[src/rtl/burst_addr_pkg.sv]
package burst_addr_pkg;
  typedef enum logic {
    ORD_INTLV  = 1'b0,
    ORD_LINEAR = 1'b1
  } burst_order_e;
endpackage

[src/rtl/start_arbiter.sv]
module start_arbiter (
  input  logic host_start,
  input  logic chip_en,
  input  logic ctrl_start,
  output logic do_load,
  output logic do_stop
);
  logic host_ok;
  always_comb begin
    host_ok = host_start & chip_en;
    // host strobe has priority; both paths capture the same address
    do_load = host_ok | ctrl_start;
    do_stop = host_start & ~chip_en & ~ctrl_start;
  end
endmodule

[src/rtl/low_seq.sv]
module low_seq
  import burst_addr_pkg::*;
#(
  parameter int CW = 2
) (
  input  logic          clk,
  input  logic          rst,
  input  logic          do_load,
  input  logic          do_stop,
  input  logic          advance,
  input  logic          order_linear,
  input  logic [CW-1:0] low_in,
  output logic [CW-1:0] low_out,
  output logic          active
);
  logic [CW-1:0] base_q;
  logic [CW-1:0] cnt_q;
  logic [CW-1:0] cnt_nx;
  logic [CW-1:0] step_val;
  burst_order_e  mode_q;

  always_comb begin
    cnt_nx   = cnt_q + 1'b1;
    step_val = (mode_q == ORD_LINEAR) ? (base_q + cnt_nx) : (base_q ^ cnt_nx);
  end

  always_ff @(posedge clk) begin
    if (rst) begin
      base_q  <= '0;
      cnt_q   <= '0;
      mode_q  <= ORD_INTLV;
      active  <= 1'b0;
      low_out <= '0;
    end else if (do_load) begin
      base_q  <= low_in;
      cnt_q   <= '0;
      mode_q  <= burst_order_e'(order_linear);
      active  <= 1'b1;
      low_out <= low_in;
    end else if (do_stop) begin
      active  <= 1'b0;
    end else if (active && advance) begin
      cnt_q   <= cnt_nx;
      low_out <= step_val;
    end
  end
endmodule

[src/rtl/upper_hold.sv]
module upper_hold #(
  parameter int UW = 16
) (
  input  logic          clk,
  input  logic          rst,
  input  logic          do_load,
  input  logic [UW-1:0] up_in,
  output logic [UW-1:0] up_out
);
  always_ff @(posedge clk) begin
    if (rst)          up_out <= '0;
    else if (do_load) up_out <= up_in;
  end
endmodule

[src/rtl/burst_addr_gen.sv]
module burst_addr_gen #(
  parameter int AW        = 18,
  parameter int BURST_LEN = 4
) (
  input  logic          clk,
  input  logic          rst,
  input  logic          chip_en,
  input  logic          host_start,
  input  logic          ctrl_start,
  input  logic          advance,
  input  logic          order_linear,
  input  logic [AW-1:0] addr_in,
  output logic [AW-1:0] addr_out,
  output logic          burst_active
);
  localparam int CW = $clog2(BURST_LEN);
  localparam int UW = AW - CW;

  logic          do_load;
  logic          do_stop;
  logic [CW-1:0] low_q;
  logic [UW-1:0] up_q;

  start_arbiter u_arb (
    .host_start (host_start),
    .chip_en    (chip_en),
    .ctrl_start (ctrl_start),
    .do_load    (do_load),
    .do_stop    (do_stop)
  );

  low_seq #(.CW(CW)) u_low (
    .clk          (clk),
    .rst          (rst),
    .do_load      (do_load),
    .do_stop      (do_stop),
    .advance      (advance),
    .order_linear (order_linear),
    .low_in       (addr_in[CW-1:0]),
    .low_out      (low_q),
    .active       (burst_active)
  );

  upper_hold #(.UW(UW)) u_up (
    .clk     (clk),
    .rst     (rst),
    .do_load (do_load),
    .up_in   (addr_in[AW-1:CW]),
    .up_out  (up_q)
  );

  assign addr_out = {up_q, low_q};
endmodule

[config.mk]
export PLATFORM = sky130hd
export DESIGN_NAME = burst_addr_gen
export DESIGN_NICKNAME = d
export VERILOG_FILES = /design/src/rtl/burst_addr_pkg.sv /design/src/rtl/start_arbiter.sv /design/src/rtl/low_seq.sv /design/src/rtl/upper_hold.sv /design/src/rtl/burst_addr_gen.sv
export SDC_FILE = /design/constraint.sdc
export NUM_CORES = 1
export LEC_CHECK = 0
export CAP_MARGIN = 20
export CORE_ASPECT_RATIO = 1.75
export CORE_MARGIN = 2
export CORE_UTILIZATION = 40
export CTS_CLUSTER_DIAMETER = 40
export DETAILED_ROUTE_END_ITERATION = 7
export PLACE_DENSITY = 0.82
export SLEW_MARGIN = 20
export SYNTH_ARGS = -nofsm -noshare
export SYNTH_HDL_FRONTEND = slang
export SYNTH_HIERARCHICAL = 1
export SYNTH_SLANG_ARGS = --single-unit
[constraint.sdc]
create_clock -name clk -period 1.7 [get_ports clk]
set_input_delay 0.34 -clock clk [delete_from_list [all_inputs] [get_ports clk]]
set_output_delay 0.34 -clock clk [all_outputs]
set_load 0.02 [all_outputs]
==> results of run 1 <==
## cell usage after synthesis
master,count,area (um^2)
a2bb2oi_1,1,8.760
nand2_1,3,11.26
inv_2,2,7.510
buf_1,1,3.750
nor2_1,19,71.32
nand2b_1,1,6.260
buf_2,3,15.01
a211oi_1,1,7.510
o41ai_2,1,16.27
a21oi_1,2,10.01
nor3b_2,1,12.51
buf_12,1,20.02
ha_1,1,12.51
o21ai_1,1,5.000
nor3_1,1,5.000
or3_1,1,6.260
buf_6,1,11.26
a21o_1,1,7.510
xnor3_1,1,22.52
mux2i_1,19,190.2
nand3b_4,1,20.02
a211oi_2,1,12.51
xnor2_1,1,8.760
xor2_1,1,8.760
nor3b_1,1,7.510
dfxtp_1,24,480.5
## per-stage QoR
stage | instances | util, % | cell area (um^2) | hold slack [ns] | power, W
final | 163 | 64.90 | 1513 | 0.4770 | 0.001253
after global routing | 163 | 64.90 | 1513 | 0.4881 | 0.001311
after CTS | 163 | 64.90 | 1513 | 0.4821 | 0.001272
after detailed placement | 159 | 62.53 | 1458 | 0.4708 | 0.0009076
after global placement | 159 | 62.53 | 1458 | 0.4667 | 0.0009002
after floorplan | 91 | - | 988.4 | 0.4551 | 0.0007696
## routing by layer
layer  up-vias  track usage, %
li1        400               -
met1       351           13.29
met2        34           26.39
met3         2           3.125
met4         0           5.376
met5         -               0
## path summary, 6_finish.rpt
kind	end	slack (ns)	cells past startpoint
min reg2reg	u_low/base_q[1]$_SDFFE_PP0P_	0.48	2
max	burst_active	0.08	1
min	u_low/base_q[1]$_SDFFE_PP0P_	0.48	2
max reg2reg	u_low/low_out[1]$_SDFFE_PP0P_	0.44	5
## power by group through the flow
| stage | clock, W | sequential [W] | combinational, W |
|---|---|---|---|
| finish | 0.000362 | 0.000617 | 0.000274 |
| floorplan | 0 | 0.000667 | 0.000103 |
| detailed placement | 0 | 0.000630 | 0.000277 |
| CTS | 0.000377 | 0.000617 | 0.000278 |
| global route | 0.000395 | 0.000621 | 0.000295 |
| global placement | 0 | 0.000629 | 0.000272 |
## final cells by class
type                    count  area (um^2)  area share [%]
multi-input cells          59        450.4           29.78
repair buffers             49        488.0           32.26
flip-flops and latches     24        480.5           31.76
inverters                   2        7.507          0.4963
clock buffers               4        55.05           3.639
well taps                  25        31.28           2.068
## state kept, by name, indices dropped and copies added, names as in the netlist
name and cells:
u_low/active 1, u_low/base_q 2, u_low/cnt_q 2, u_low/low_out 2, u_low/mode_q 1, u_up/up_out 16
## kinds of logic (layout without fill, tap and decap cells)
group                    after synthesis  count (layout)
AND/OR/NAND/NOR                       28              28
flip-flops                            24              24
adder cells (fa/ha/maj)                1               1
buffers and inverters                  8              55
XOR/XNOR                               3               3
multiplexers                          19              19
AO/OA/AOI/OAI                          8               8
## placed cells by master, fill, tap and decap left out, drive strengths merged, types with 2 or more instances in the layout
cell / count
nor2: 19
mux2i: 19
a211oi: 2
dfxtp: 24
nor3b: 2
nand2: 3
a21oi: 2
clkbuf: 4
inv: 2
buf: 6
clkdlybuf4s50: 43
==> reports/metrics.yaml, run 1 <==
run_status:
  status: "finished, final reports clean"
power_and_ir_drop:
  p_sw_w: 0.0002905
  combPwrFrac_pct: 21.9
  p_seq_share_pct: 49.2
  powerDensity_nw_per_um2: 828.3
  clockPowerShare_pct: 28.9
  intPower_w: 0.0009625
  p_leak_nw: 0.6848
  peakVddDrop_mv: 0.5378
  switching_share_pct: 23.18
global_route:
  grt_pass1_vias: 767
  grt_pass1_wl_mm: 3.187
  track_usage_pct: 13.69
  grt_max_degree: 18
  antenna_found_initial: 0
  overflow: 0
clocking:
  cts_root_buf: "clkbuf_8"
  clockBufferDepth: 2
  insertion_delay_ns: 0.25
  cts.repair.resized: 0
  cts_setup_buffers: 0
  cts_max_level: 1
  cts.sinks: 24
  cts_tree: "yes"
  cts_hold_buf: 0
  cts-buffers-inserted: 3
  clk_pin_slew_ns: 0.08
setup_path:
  startpoint_type: "register"
  path_cells: "clkdlybuf4s50_1"
  cp_slowest_stage_delay_ns: 0.64
  end_kind: "output port"
  path_class: "register to output port"
  worst-path-buf-inv: 1
  r2r_start: "u_low/cnt_q[0]$_SDFFE_PP0P_"
  crit_fanout: 3
  cp_top_family: "buffers and inverters"
  cp-startpoint: "u_low/active$_SDFFE_PP0P_"
  cp.arrival_ns: 1.28
  critPathSlowestCell: "clkdlybuf4s50_1"
  worstPathRequired_ns: 1.36
layout:
  n_fill_cell: 186
  layout.nets: 165
  area_delta_synth_final_pct: 53.04
  drive_above_1_share_pct: 11.59
  n_antenna_cell: 0
floorplanning:
  rows: 23
  die_w_um: 41.58
  dieArea_um2: 2900
  ios: 44
  start_util_pct: 42.40
  die_y_um: 69.76
  core-area_um2: 2331
detailed_routing:
  drt-initial-drc-count: 5
  route.met2.wl_um: 993
  dr_total_vias: 787
  viasPerCell: 4.828
  first_pass_iters: 2
  route.top_layer_used: "met4"
  avgRoutedWirePerCell_um: 11.85
  drc: 0
  met1_length_um: 792
  drt-total-wl_mm: 1.932
  wl_met3_um: 131
  postRouteAntennaNets: 0
logic_synthesis:
  synth_top_family_by_area: "multiplexers"
  synth-simple-area-share_pct: 14.18
  synthMuxAreaShare_pct: 19.24
  synth-compound-area-share_pct: 6.835
  synth-adder-area-share_pct: 1.266
  synthCells: 91
  syn_nets: 117
  syn_avg_cell_area_um2: 10.86
  synth.distinct_cells: 26
  ys_seq_area_share_pct: 48.61
  syn_area_um2: 988.4
  synth-xor-area-share_pct: 4.051
  yosys_warnings: 6
  yosys_register_bits: 24
run:
  max_cap_viol_count: 0
worst_hold_path:
  min_path_type: "register to register"
  hp-start: "u_low/base_q[1]$_SDFFE_PP0P_"
sta:
  setup_tns_ns: 0
  slew_headroom_pct: 83.24
  fin_crit_sh_pct: 95.57
  rsz0062_at_grt: "false"
  drv_slew: 0
  clock_skew_ns: 0.001510
  period_needed_ns: 1.625
  setup_viol: 0
  hold_viol: 0
  clock.fmax_mhz: 615.5
  setup_slack_ns: 0.07531
  worst_pin_slew_ns: 0.2514
place:
  dp_hpwl_mm: 1.584
  dp_slack_ns: -0.01976
  io_buffers: 43
  place_congestion: 0.7015
Note: power is estimated with default switching activity, not from simulation.
==> run 2, diff against run 1 <==
==> constraint.sdc (replaced) <==
create_clock -name clk -period 1.5 [get_ports clk]
set_input_delay 0.3 -clock clk [delete_from_list [all_inputs] [get_ports clk]]
set_output_delay 0.3 -clock clk [all_outputs]
set_load 0.02 [all_outputs]
==> reports/metrics.yaml, run 2 (synthesis results as in run 1) <==
run_status:
  status: "finished, final reports clean"  # unchanged
setup_path:
  cp.arrival_ns: 1.59  # was 1.28 ns
  reg2reg_depth: 5  # unchanged
  cp_num_cells: 5  # was 1
  r2r_start: "u_low/cnt_q[0]$_SDFFE_PP0P_"  # unchanged
  r2r-end: "u_low/low_out[1]$_SDFFE_PP0P_"  # unchanged
  path_cells: "clkdlybuf4s50_1 > nor3b_2 > nand3b_4 > or3_1 > a211oi_2"  # was clkdlybuf4s50_1
  crit_fanout: 3  # unchanged
  path_class: "primary input to register"  # was register to output port
  worst-path-buf-inv: 1  # unchanged
  startpoint_type: "primary input"  # was register
  critPathSlowestCell: "clkdlybuf4s50_1"  # unchanged
  worstPathRequired_ns: 1.67  # was 1.36 ns
  cp_top_family: "simple AND/OR/NAND/NOR gates"  # was buffers and inverters
  cp_slowest_stage_delay_ns: 0.42  # was 0.64 ns
  end_kind: "register"  # was output port
  rrSetupSlack_ns: 0.24  # was 0.44 ns
clocking:
  cts_max_level: 1  # unchanged
  clockBufferDepth: 2  # unchanged
  clk_pin_slew_ns: 0.07  # was 0.08 ns
  insertion_delay_ns: 0.26  # was 0.25 ns
  cts.sinks: 24  # unchanged
  cts_setup_buffers: 0  # unchanged
  cts_root_buf: "clkbuf_8"  # unchanged
  cts_tree: "yes"  # unchanged
  cts-buffers-inserted: 3  # unchanged
sta:
  fin_crit_sh_pct: 94.60
  period_needed_ns: 1.419
  rsz0062_at_grt: "false"  # unchanged
  slew_headroom_pct: 84.28  # was 83.24%
  setup_viol: 0  # unchanged
  clock_skew_ns: 0.006781  # was 0.001510 ns
  clock.fmax_mhz: 704.8
  worst_pin_slew_ns: 0.2358  # was 0.2514 ns
  drv_slew: 0  # unchanged
  hold_viol: 0  # unchanged
  setup_tns_ns: 0  # unchanged
  setup_slack_ns: 0.08106  # was 0.07531 ns
floorplanning:
  rows: 23  # unchanged
  core-area_um2: 2331  # unchanged
  dieArea_um2: 2900  # unchanged
  die_w_um: 41.58  # unchanged
  start_util_pct: 42.40  # unchanged
  ios: 44  # unchanged
  die_y_um: 69.76  # unchanged
layout:
  fin_area_um2: 1539  # was 1513 um^2
  mostFrequentLayoutCells: "clkdlybuf4s50_1, dfxtp_1, mux2i_1, nor2_1, dlygate4sd2_1"  # was clkdlybuf4s50_1, dfxtp_1, mux2i_1, nor2_1, buf_4
  layout.nets: 167  # was 165
  largest_register_ffs: 16  # unchanged
  n_antenna_cell: 0  # unchanged
  drive_above_1_share_pct: 12.86  # was 11.59%
  area_delta_synth_final_pct: 55.70  # was 53.04%
  top_register: "u_up/up_out"  # unchanged
detailed_routing:
  dr_total_vias: 801  # was 787
  route.top_layer_used: "met4"  # unchanged
  postRouteAntennaNets: 0  # unchanged
  avgRoutedWirePerCell_um: 12.81  # was 11.85 um
  drt-total-wl_mm: 2.114  # was 1.932 mm
  first_pass_iters: 3  # was 2
  route.met2.wl_mm: 1.168  # was 993 um
  drt-initial-drc-count: 3  # was 5
  viasPerCell: 4.855  # was 4.828
  met1_length_um: 791  # was 792 um
  wl_met3_um: 141  # was 131 um
  drc: 0  # unchanged
global_route:
  overflow: 0  # unchanged
  track_usage_pct: 15.37  # was 13.69%
  grt_pass1_wl_mm: 3.546  # was 3.187 mm
  grt_max_degree: 18  # unchanged
  grt_pass1_vias: 833  # was 767
  antenna_found_initial: 0  # unchanged
place:
  place_congestion: 0.6782  # was 0.7015
  dp_hpwl_mm: 1.698  # was 1.584 mm
  dp_slack_ns: -0.2043  # was -0.01976 ns
  io_buffers: 43  # unchanged
  placed_area_um2: 1473  # was 1458 um^2
run:
  max_cap_viol_count: 0  # unchanged
worst_hold_path:
  worstHoldEndpoint: "u_low/base_q[1]$_SDFFE_PP0P_"  # unchanged
  min_path_type: "register to register"  # unchanged
  holdPathStages: 2  # unchanged
  hp-start: "u_low/base_q[1]$_SDFFE_PP0P_"  # unchanged
power_and_ir_drop:
  powerDensity_nw_per_um2: 999.3  # was 828.3 nW/um^2
  p_leak_nw: 0.8227  # was 0.6848 nW
  peakVddDrop_mv: 0.6771  # was 0.5378 mV
-- run 2: changes by cell type in the layout (fill, tap and decap cells not counted), sizes merged --
cell | previous run | this run
clkdlybuf4s50 | 43 | 24
dlygate4sd2 | 0 | 14
dlymetal6s2s | 0 | 5
buf | 6 | 8
bufinv | 0 | 1
clkbuf | 4 | 3
-- run 2: per-stage QoR --
stage,util (%),power (W),hold WS [ns],cells
2_1_floorplan,-,0.0008722,0.4472,91
3_3_place_gp,63.18,0.001024,0.4654,161
3_5_place_dp,63.18,0.001035,0.4663,161
4_1_cts,65.49,0.001566,0.4777,165
5_1_grt,66.02,0.001613,0.4945,165
6_report,66.02,0.001538,0.4739,165
-- run 2: metal layers --
metal | track usage [%] | up-vias
li1 | - | 406
met1 | 16.21 | 359
met2 | 28.82 | 34
met3 | 3.125 | 2
met4 | 5.376 | 0
met5 | 0 | -
-- run 2: worst max path at each step --
stage,start,slack [ns],end
final,host_start,0.08,u_low/cnt_q[1]$_SDFFE_PP0P_
after global routing,chip_en,0.03,u_up/up_out[5]$_SDFFE_PP0P_
after CTS,u_up/up_out[1]$_SDFFE_PP0P_,0.0005,addr_out[3]
after detailed placement,chip_en,-0.20,u_up/up_out[5]$_SDFFE_PP0P_
after global placement,chip_en,-0.12,u_up/up_out[4]$_SDFFE_PP0P_
after floorplan,u_low/active$_SDFFE_PP0P_,0.28,u_low/cnt_q[1]$_SDFFE_PP0P_
-- run 2: area by class of cell --
cell class	instances	area (um^2)
sequential	24	480.5
timing repair buffer	51	498.0
fill	194	792.0
clock buffer	3	41.29
inverter	2	7.507
clock inverter	1	30.03
tap	25	31.28
multi-input combinational	59	450.4
-- run 2: report_power, final --
group	internal (W)	total (W)	leakage, nW	switching, W
registers	0.000678	0.000698	0.199	0.0000200
logic	0.000164	0.000298	0.588	0.000134
clock network	0.000356	0.000542	0.0357	0.000186
-- run 2: timing repair --
action                                 CTS  global route
hold buffers                             0             0
setup endpoints to repair               14             5
cloned                                   0             0
resized for setup                       14             5
endpoints found under the hold margin    0             0
-- run 2: worst register-to-register path, cell delays in order (launching register included) --
cell and delay (ns):
dfxtp_1 0.32, inv_2 0.09, ha_1 0.15, nand2_1 0.07
xnor3_1 0.35, o41ai_2 0.20
